### src/rtl/db_pkg.sv
package db_pkg;
  // Register select taken from address bits 3:2 inside a channel window
  typedef enum logic [1:0] {
    REG_TRIG = 2'd0,
    REG_EN   = 2'd1,
    REG_RAW  = 2'd2,
    REG_PEND = 2'd3
  } reg_sel_e;

  // Channel windows are 256 bytes apart
  localparam int WIN_LSB = 8;
endpackage

### src/rtl/db_decode.sv
module db_decode
  import db_pkg::*;
#(
  parameter int N_DB  = 8,
  parameter int IDX_W = 3
) (
  input  logic                     wr,
  input  logic                     rd,
  input  logic [IDX_W+WIN_LSB-1:0] addr,
  output logic [N_DB-1:0]          wr_hit,
  output logic                     rd_hit,
  output logic [IDX_W-1:0]         idx,
  output reg_sel_e                 sel
);
  logic [N_DB-1:0] idx_hit;
  logic            unused_addr_bits;

  assign idx = addr[IDX_W+WIN_LSB-1:WIN_LSB];
  assign sel = reg_sel_e'(addr[3:2]);
  assign unused_addr_bits = ^{addr[WIN_LSB-1:4], addr[1:0]};

  // One compare per channel; an index beyond N_DB matches none of them
  for (genvar d = 0; d < N_DB; d++) begin : g_hit
    assign idx_hit[d] = (idx == IDX_W'(d));
    assign wr_hit[d]  = wr && idx_hit[d];
  end

  assign rd_hit = rd && (|idx_hit);
endmodule

### src/rtl/db_channel.sv
module db_channel
  import db_pkg::*;
#(
  parameter int N_MST = 32,
  parameter int MID_W = 5
) (
  input  logic             clk,
  input  logic             rst,
  input  logic             wr_hit,
  input  reg_sel_e         sel,
  input  logic [N_MST-1:0] wdata,
  input  logic [MID_W-1:0] mid,
  output logic [N_MST-1:0] en_q,
  output logic [N_MST-1:0] raw_q,
  output logic [N_MST-1:0] pend_q,
  output logic             irq_q
);
  logic             ring_v_q;
  logic [MID_W-1:0] ring_id_q;
  logic [N_MST-1:0] ring_vec;
  logic [N_MST-1:0] clr_raw;
  logic [N_MST-1:0] clr_pend;
  logic [N_MST-1:0] raw_nxt;
  logic [N_MST-1:0] pend_nxt;

  // Stage the trigger so the set logic sees a registered master ID
  always_ff @(posedge clk) begin
    if (rst) begin
      ring_v_q  <= 1'b0;
      ring_id_q <= '0;
    end else begin
      ring_v_q  <= wr_hit && (sel == REG_TRIG) && wdata[0];
      ring_id_q <= mid;
    end
  end

  always_comb begin
    ring_vec = '0;
    if (ring_v_q) ring_vec[ring_id_q] = 1'b1;
  end

  assign clr_raw  = (wr_hit && sel == REG_RAW)  ? wdata : '0;
  assign clr_pend = (wr_hit && sel == REG_PEND) ? wdata : '0;

  // OR-ing the set term after the clear makes the ring win a same-cycle clear
  assign raw_nxt  = (raw_q  & ~clr_raw)  | ring_vec;
  assign pend_nxt = (pend_q & ~clr_pend) | (ring_vec & en_q);

  always_ff @(posedge clk) begin
    if (rst) begin
      en_q   <= '0;
      raw_q  <= '0;
      pend_q <= '0;
      irq_q  <= 1'b0;
    end else begin
      if (wr_hit && sel == REG_EN) en_q <= wdata;
      raw_q  <= raw_nxt;
      pend_q <= pend_nxt;
      irq_q  <= |pend_nxt;
    end
  end

  AST_RING_SETS_RAW: assert property (@(posedge clk) disable iff (rst)
    ring_v_q |=> raw_q[$past(ring_id_q)]);

  AST_PEND_ONLY_ENABLED: assert property (@(posedge clk) disable iff (rst)
    1'b1 |=> ((pend_q & ~$past(pend_q) & ~($past(ring_vec) & $past(en_q))) == '0));

  AST_PEND_CLEARED: assert property (@(posedge clk) disable iff (rst)
    (wr_hit && sel == REG_PEND && !ring_v_q) |=> ((pend_q & $past(wdata)) == '0));

  AST_IRQ_FOLLOWS_PEND: assert property (@(posedge clk) disable iff (rst)
    irq_q == (pend_q != '0));
endmodule

### src/rtl/db_rdmux.sv
module db_rdmux
  import db_pkg::*;
#(
  parameter int N_DB  = 8,
  parameter int N_MST = 32,
  parameter int IDX_W = 3
) (
  input  logic                       clk,
  input  logic                       rst,
  input  logic                       rd_hit,
  input  logic [IDX_W-1:0]           idx,
  input  reg_sel_e                   sel,
  input  logic [N_DB-1:0][N_MST-1:0] en_arr,
  input  logic [N_DB-1:0][N_MST-1:0] raw_arr,
  input  logic [N_DB-1:0][N_MST-1:0] pend_arr,
  output logic [N_MST-1:0]           rdata
);
  always_ff @(posedge clk) begin
    if (rst) begin
      rdata <= '0;
    end else if (rd_hit) begin
      case (sel)
        REG_EN:   rdata <= en_arr[idx];
        REG_RAW:  rdata <= raw_arr[idx];
        REG_PEND: rdata <= pend_arr[idx];
        default:  rdata <= '0;
      endcase
    end
  end
endmodule

### src/rtl/doorbell_unit.sv
module doorbell_unit
  import db_pkg::*;
#(
  parameter int N_DB  = 8,
  parameter int N_MST = 32,
  localparam int IDX_W  = (N_DB > 1) ? $clog2(N_DB) : 1,
  localparam int MID_W  = (N_MST > 1) ? $clog2(N_MST) : 1,
  localparam int ADDR_W = IDX_W + WIN_LSB
) (
  input  logic              clk,
  input  logic              rst,
  input  logic              bus_wr,
  input  logic              bus_rd,
  input  logic [ADDR_W-1:0] bus_addr,
  input  logic [N_MST-1:0]  bus_wdata,
  input  logic [MID_W-1:0]  bus_mid,
  output logic [N_MST-1:0]  bus_rdata,
  output logic [N_DB-1:0]   db_irq
);
  logic [N_DB-1:0]            wr_hit;
  logic                       rd_hit;
  logic [IDX_W-1:0]           idx;
  reg_sel_e                   sel;
  logic [N_DB-1:0][N_MST-1:0] en_arr;
  logic [N_DB-1:0][N_MST-1:0] raw_arr;
  logic [N_DB-1:0][N_MST-1:0] pend_arr;

  db_decode #(.N_DB(N_DB), .IDX_W(IDX_W)) u_dec (
    .wr(bus_wr), .rd(bus_rd), .addr(bus_addr),
    .wr_hit(wr_hit), .rd_hit(rd_hit), .idx(idx), .sel(sel)
  );

  for (genvar d = 0; d < N_DB; d++) begin : g_ch
    db_channel #(.N_MST(N_MST), .MID_W(MID_W)) u_ch (
      .clk(clk), .rst(rst), .wr_hit(wr_hit[d]), .sel(sel),
      .wdata(bus_wdata), .mid(bus_mid),
      .en_q(en_arr[d]), .raw_q(raw_arr[d]), .pend_q(pend_arr[d]),
      .irq_q(db_irq[d])
    );
  end

  db_rdmux #(.N_DB(N_DB), .N_MST(N_MST), .IDX_W(IDX_W)) u_rd (
    .clk(clk), .rst(rst), .rd_hit(rd_hit), .idx(idx), .sel(sel),
    .en_arr(en_arr), .raw_arr(raw_arr), .pend_arr(pend_arr),
    .rdata(bus_rdata)
  );

  AST_SINGLE_TARGET: assert property (@(posedge clk) disable iff (rst)
    $onehot0(wr_hit));
endmodule

### config.mk
export PLATFORM = sky130hd
export DESIGN_NAME = doorbell_unit
export DESIGN_NICKNAME = d
export VERILOG_FILES = /design/src/rtl/db_pkg.sv /design/src/rtl/db_decode.sv /design/src/rtl/db_channel.sv /design/src/rtl/db_rdmux.sv /design/src/rtl/doorbell_unit.sv
export SDC_FILE = /design/constraint.sdc
export NUM_CORES = 2
export LEC_CHECK = 0
export BUFFER_PORTS_ARGS = -buffer_cell sky130_fd_sc_hd__buf_2
export CAP_MARGIN = 10
export CORE_UTILIZATION = 60
export CTS_CLUSTER_SIZE = 12
export DETAILED_ROUTE_END_ITERATION = 8
export PLACE_DENSITY = 0.75
export SLEW_MARGIN = 20
export SYNTH_ARGS = -nofsm -noshare
export SYNTH_HDL_FRONTEND = slang
export SYNTH_SLANG_ARGS = --single-unit
### constraint.sdc
create_clock -name clk -period 2.23 [get_ports clk]
set_clock_uncertainty 0.2 [all_clocks]
set_input_delay 0.223 -clock clk [delete_from_list [all_inputs] [get_ports clk]]
set_output_delay 0.223 -clock clk [all_outputs]
set_load 0.005 [all_outputs]
# ---- Yosys cells after proc, flatten, opt, wreduce, memory -nomap -nowiden
# Index checks and enable logic that the tools add are counted.
dict set report word_totals {
  reg_bits 821
  latchBits 0
  ramBits 0
  rom_bits 0
  output_inout_bits 40
  wordCells 205
  mem_count 0
}
dict set report op_classes {
  addsub 0
  mul 0
  div_mod_pow 0
  order_cmp 3
  eq_ne 10
  shift 0
  mux 33
  bitwise_logic 56
  reduce_logical 61
}
# operator count
set op_table {}
lappend op_table {{two-way mux 32 bit} 27}
lappend op_table {{AND 32 bit} 24}
lappend op_table {{inverter 32 bit} 16}
lappend op_table {{bitwise OR 32 bit} 16}
lappend op_table {{binary-select mux 32 bit (select 3 bit)} 3}
lappend op_table {{OR reduction 32 bit} 8}
lappend op_table {{case mux 32 bit (3 select lines)} 1}
lappend op_table {{logical AND 1 bit} 50}
lappend op_table {{equality test 3 bit, second input constant} 4}
lappend op_table {{OR reduction 8 bit} 1}
lappend op_table {{equality test 3 x 2 -> 1 bit, second input constant} 2}
lappend op_table {{< comparator 5 x 6 -> 1 bit, second input constant} 1}
lappend op_table {{demux 1 bit (select 5 bit)} 1}
lappend op_table {{greater-or-equal comparator 5 x 1 -> 1 bit, second input constant} 1}
lappend op_table {{equality test 2 bit, second input constant} 2}
lappend op_table {{< comparator 3 x 4 -> 1 bit, second input constant} 1}
lappend op_table {{equality test 3 x 1 -> 1 bit, second input constant} 1}
lappend op_table {{logical NOT 3 bit} 1}
lappend op_table {{equality test 2 x 1 -> 1 bit, second input constant} 1}
lappend op_table {{logical NOT 2 bit} 1}
lappend op_table {{two-way mux 1 bit} 1}

# ---- Depth between registers and ports, before layout
dict set report depth {
  ltp_word 8
  mapped_depth 9
  depth_no_buf 6
}

# ---- Cells and area by module
# Synthesis repeated with hierarchy kept, for this count alone.
dict set report unflattened {
  hier_cells 4535
  hier_area_um2 40568.9
}
# module instances cells_each area_each_um2 seq_area_each_um2
set by_module_without_submodules {}
lappend by_module_without_submodules {db_channel 8 485 4139.0 2062.0}
lappend by_module_without_submodules {db_rdmux 1 641 7320.8 640.6}
lappend by_module_without_submodules {db_decode 1 14 136.4 0.0}

# ---- Worst setup path before layout
# Ideal clock, no wire load.
dict set report synth_timing {
  kind {flip-flop to flip-flop}
  start {register, netlist name g_ch[6].u_ch.ring_id_q[1]}
  end {register g_ch[5].u_ch.irq_q}
  setup_time_ps 140
  arrival_time_ps 1706
  required_time_ps 1890
  slack_ps 184
  stages_incl_launch_ff 8
  path_buffers 1
  period_less_slack_ps 2046
  path_cell_list {dfxtp_1 -> nor2b_1 -> clkbuf_1 -> nand2_1 -> o21ai_0 -> or4_1 -> nor4_1 -> a41oi_1}
}
# element line_no
set synth_rtl {}
lappend synth_rtl {{end signal: assignment} db_channel.sv:59} ;# irq_q <= |pend_nxt;
lappend synth_rtl {{end: declaration} db_channel.sv:16} ;# output logic irq_q

==> metrics.md <==
| Metric | Value |
|---|---|
| H-tree depth | 3 |
| Clk slew on worst S/H paths | around 0.06 ns |
| CTS Sinks | approximately 820 |
| Static Leakage | approximately 17 nW |
| Main synth FF type | dfxtp_1 |
| Pin count of the biggest net entering global routing | 94 |
| Measured slew at the worst slew-check pin | 0.693 ns |
| Final min period | about 2.4 ns |
| Worst path required time | 2.61 ns |
| Final #Nets | 4,809 |
| Worst skew pair latency | ~0.67 ns |
| Vias post-DR | between 30,000 and 40,000 |
| Layout area overhead | 25.3% |
| Final slew viol count | 0 |
| Synth async-reset ratio | 0% |
| Port bufs | 85 |
| Critical Path AT | about 2.7 ns |
| TritonCTS clock tree | done |
| DRT Pass-1 Iters | 8 |
| Max_cap viols | 0 |
| Crit path kind | reg -> reg |
| Row cnt | 91 |
| Initial DRC count | about 6,400 |
| Bufs on Longest Clock Path | 3 |
| Mean post-synth cell area | around 8.5 um2 |
| Crit path from | g_ch[6].u_ch.ring_id_q[0] |
| Net Count, Synth | 4,476 |
| Routed WL | approximately 160,000 um |
| Mapped cell area | 37,800 um2 |
| Detailed Place HPWL | about 110,000 um |
| CORE AREA | 61,900 um2 |
| Final setup margin | -0.121 ns |
| Synthesis Warnings | 0 |
| Number of antenna violations at the first check in global routing | 7 |
| Busiest grt layer | met2 |
| Yosys top cell area share | between 40% and 50% |
| RSZ-0062 raised after global routing | true |
| Wire per inst | about 29 um |
| CTS buffer count | 87 |
| Final setup fails | 9 |
| Crit path max fanout | 5 |
| Sequential area share after synthesis | a little over two fifths |
| DIE HEIGHT | around 250 um |
| Setup crit start kind | flip-flop |
| Number of vias per cell | approximately 6.9 |
| Gr usage total | roughly 50% |
| GPL Wtd Cong | approximately 1.1 |
| Power, Total | approximately 0.031 W |
| Setup TNS | -0.734 ns |
| Clock root buffer | clkbuf_16 |
| Critical R2R Launch | g_ch[6].u_ch.ring_id_q[0] |
| Routed Antenna Nets | 0 |
| Peak VDD IR | 0.686 mV |
| Vias in the first global route | 36,800 |
| Crit end category | flip-flop |
| Status | finished, violations left |
| Final period util | 105% |
| GR Util met3 | 15.6% |
| Post-synthesis cell type with the largest combined area | dfxtp_1 |
| Die width | roughly 250 um |
| Die Area | about 64,000 um2 |
| Syn Inst Count | approximately 4,400 |
| # DRC | 0 |
| Failing checks | negative setup slack |
| Worst hold path class | in -> reg |
| Peak Freq | approximately 430 MHz |
| Hold_sp | bus_addr[10] |
| Post-synth EDFFs | 0 |
| Synth Register Bits | 821 |
| Final hold vios | 0 |
| Synth area leaders | dfxtp_1 43%, mux4_2 11%, nand2_1 11% |
| Synth cell types | 48 |
| Slew HR | between 50% and 60% |
| Pwr Density | ~660 nW/um2 |
| Initial cell density of the core | between 60% and 70% |
| First-pass GRT wire length | approximately 240,000 um |
| Grt ovf | 0 |
| Ports | a little over 90 |
| GRT met1 Usage | between 60% and 70% |
| Met2 Use GR | 71.4% |
| Layout cells sized above 1 | 25.2% |
[path summary, 6_finish.rpt]
check                                        endpoint  cells past startpoint  slack, ns
worst max-delay path               g_ch[7].u_ch.irq_q                      9      -0.12
worst min-delay path            g_ch[5].u_ch.ring_v_q                      5       0.05
worst max register to register     g_ch[7].u_ch.irq_q                      9      -0.12
worst min register to register         u_rd.rdata[10]                      2       0.25
[metal layers]
layer | wire [um] | up-vias
met2 | 66800 | 3494
li1 | - | 16200
met1 | 56900 | 18300
met3 | 25300 | 880
met4 | 14900 | 8
met5 | 46 | -
[area by class of cell]
cell class | count | area, um2
Fill cell | 4401 | 14600
Multi-Input combinational cell | 3175 | 21000
Sequential cell | 821 | 16500
Antenna cell | 4 | 10.0
Inverter | 1 | 6.26
Tap cell | 837 | 1050
Timing Repair Buffer | 671 | 6060
Clock buffer | 129 | 2570
Clock inverter | 22 | 151
[power breakdown]
group          total (W)  switching [W]  internal, W
clock network     0.0143        0.00622      0.00805
registers         0.0147      0.0000500       0.0147
logic            0.00226        0.00150     0.000763
total             0.0313        0.00777       0.0235
[sequential cells by signal (all words and copies together) (netlist names)]
name and count:
g_ch.u_ch.en_q 256, g_ch.u_ch.pend_q 256, g_ch.u_ch.raw_q 256, u_rd.rdata 32
g_ch.u_ch.irq_q 8, g_ch.u_ch.ring_v_q 8, g_ch.u_ch.ring_id_q 5
[cell families (layout without fill, tap and decap cells)]
logic type      Yosys count  in the layout  share of synthesized area (%)
compound gates         1067           1067                           16.9
buf+inv                 428            823                           4.89
flops                   821            821                           43.5
mux                     288            288                           14.1
other cells               0              4                              0
simple gates           1820           1820                           20.7
[Yosys cell counts (all sizes together), types with 2 or more instances]
library cell	number
o22ai	32
nor2b	8
nand2b	7
and4	26
mux2	32
nand4b	3
and4b	2
o31ai	2
nand3b	5
nand2	1070
o21ai	366
and2	166
and3b	8
nor3b	3
a21oi	297
buf	117
a22oi	256
clkbuf	310
nand3	42
nor2	405
nand4	5
a31oi	22
nand4bb	3
or3b	2
nor3	3
o21a	22
dfxtp	821
nor4	38
a41oi	7
mux4	192
and3	19
mux2i	64
a32oi	61
[repair_timing]
action	in CTS	in global routing
hold buffers	43	0
gates cloned	3	0
endpoints found under the setup margin	16	9
resized for setup	315	101
endpoints found under the hold margin	493	0
setup buffers	11	20
pin swaps	63	42
[critical path: stages (launching register included)]
cell	delay [ns]
dfxtp_4	0.37
buf_6	0.13
buf_6	0.13
nand2b_4	0.18
buf_12	0.17
nor2_4	0.22
a31oi_4	0.11
and4b_2	0.29
and4_4	0.23
a41oi_2	0.21
[cell usage in the layout, fill, tap and decap left out, types with 16 or more instances in the layout]
cell and instances:
o21ai_1 63, o21ai_0 262, buf_6 33, clkbuf_1 23
nand2_1 1035, nand2_2 17, a32oi_1 47, mux4_2 192
o21a_1 22, dlygate4sd3_1 43, and3_1 18, a21oi_1 297
clkbuf_16 91, mux2_2 32, nor2_1 366, buf_2 82
o21ai_2 33, nand3_1 37, clkinv_2 16, dfxtp_1 808
mux2i_1 64, buf_12 76, o22ai_1 32, a22oi_1 256
and2_1 165, buf_4 433, nor2_4 30
[through the flow]
stage / utilization [%] / cell area, um2 / instances / hold slack [ns] / setup WS [ns]
3_5_place_dp: 68.6 / 42500 / 5437 / 0.239 / -0.780
2_1_floorplan: - / 37800 / 4424 / 0.151 / 0.184
4_1_cts: 75.5 / 46800 / 5638 / 0.0213 / -0.0273
3_3_place_gp: 68.6 / 42500 / 5437 / 0.231 / -0.778
6_report: 76.4 / 47400 / 5660 / 0.0498 / -0.121
5_1_grt: 76.4 / 47300 / 5657 / 0.0343 / -0.128
Power figures use the tool's default switching activity.
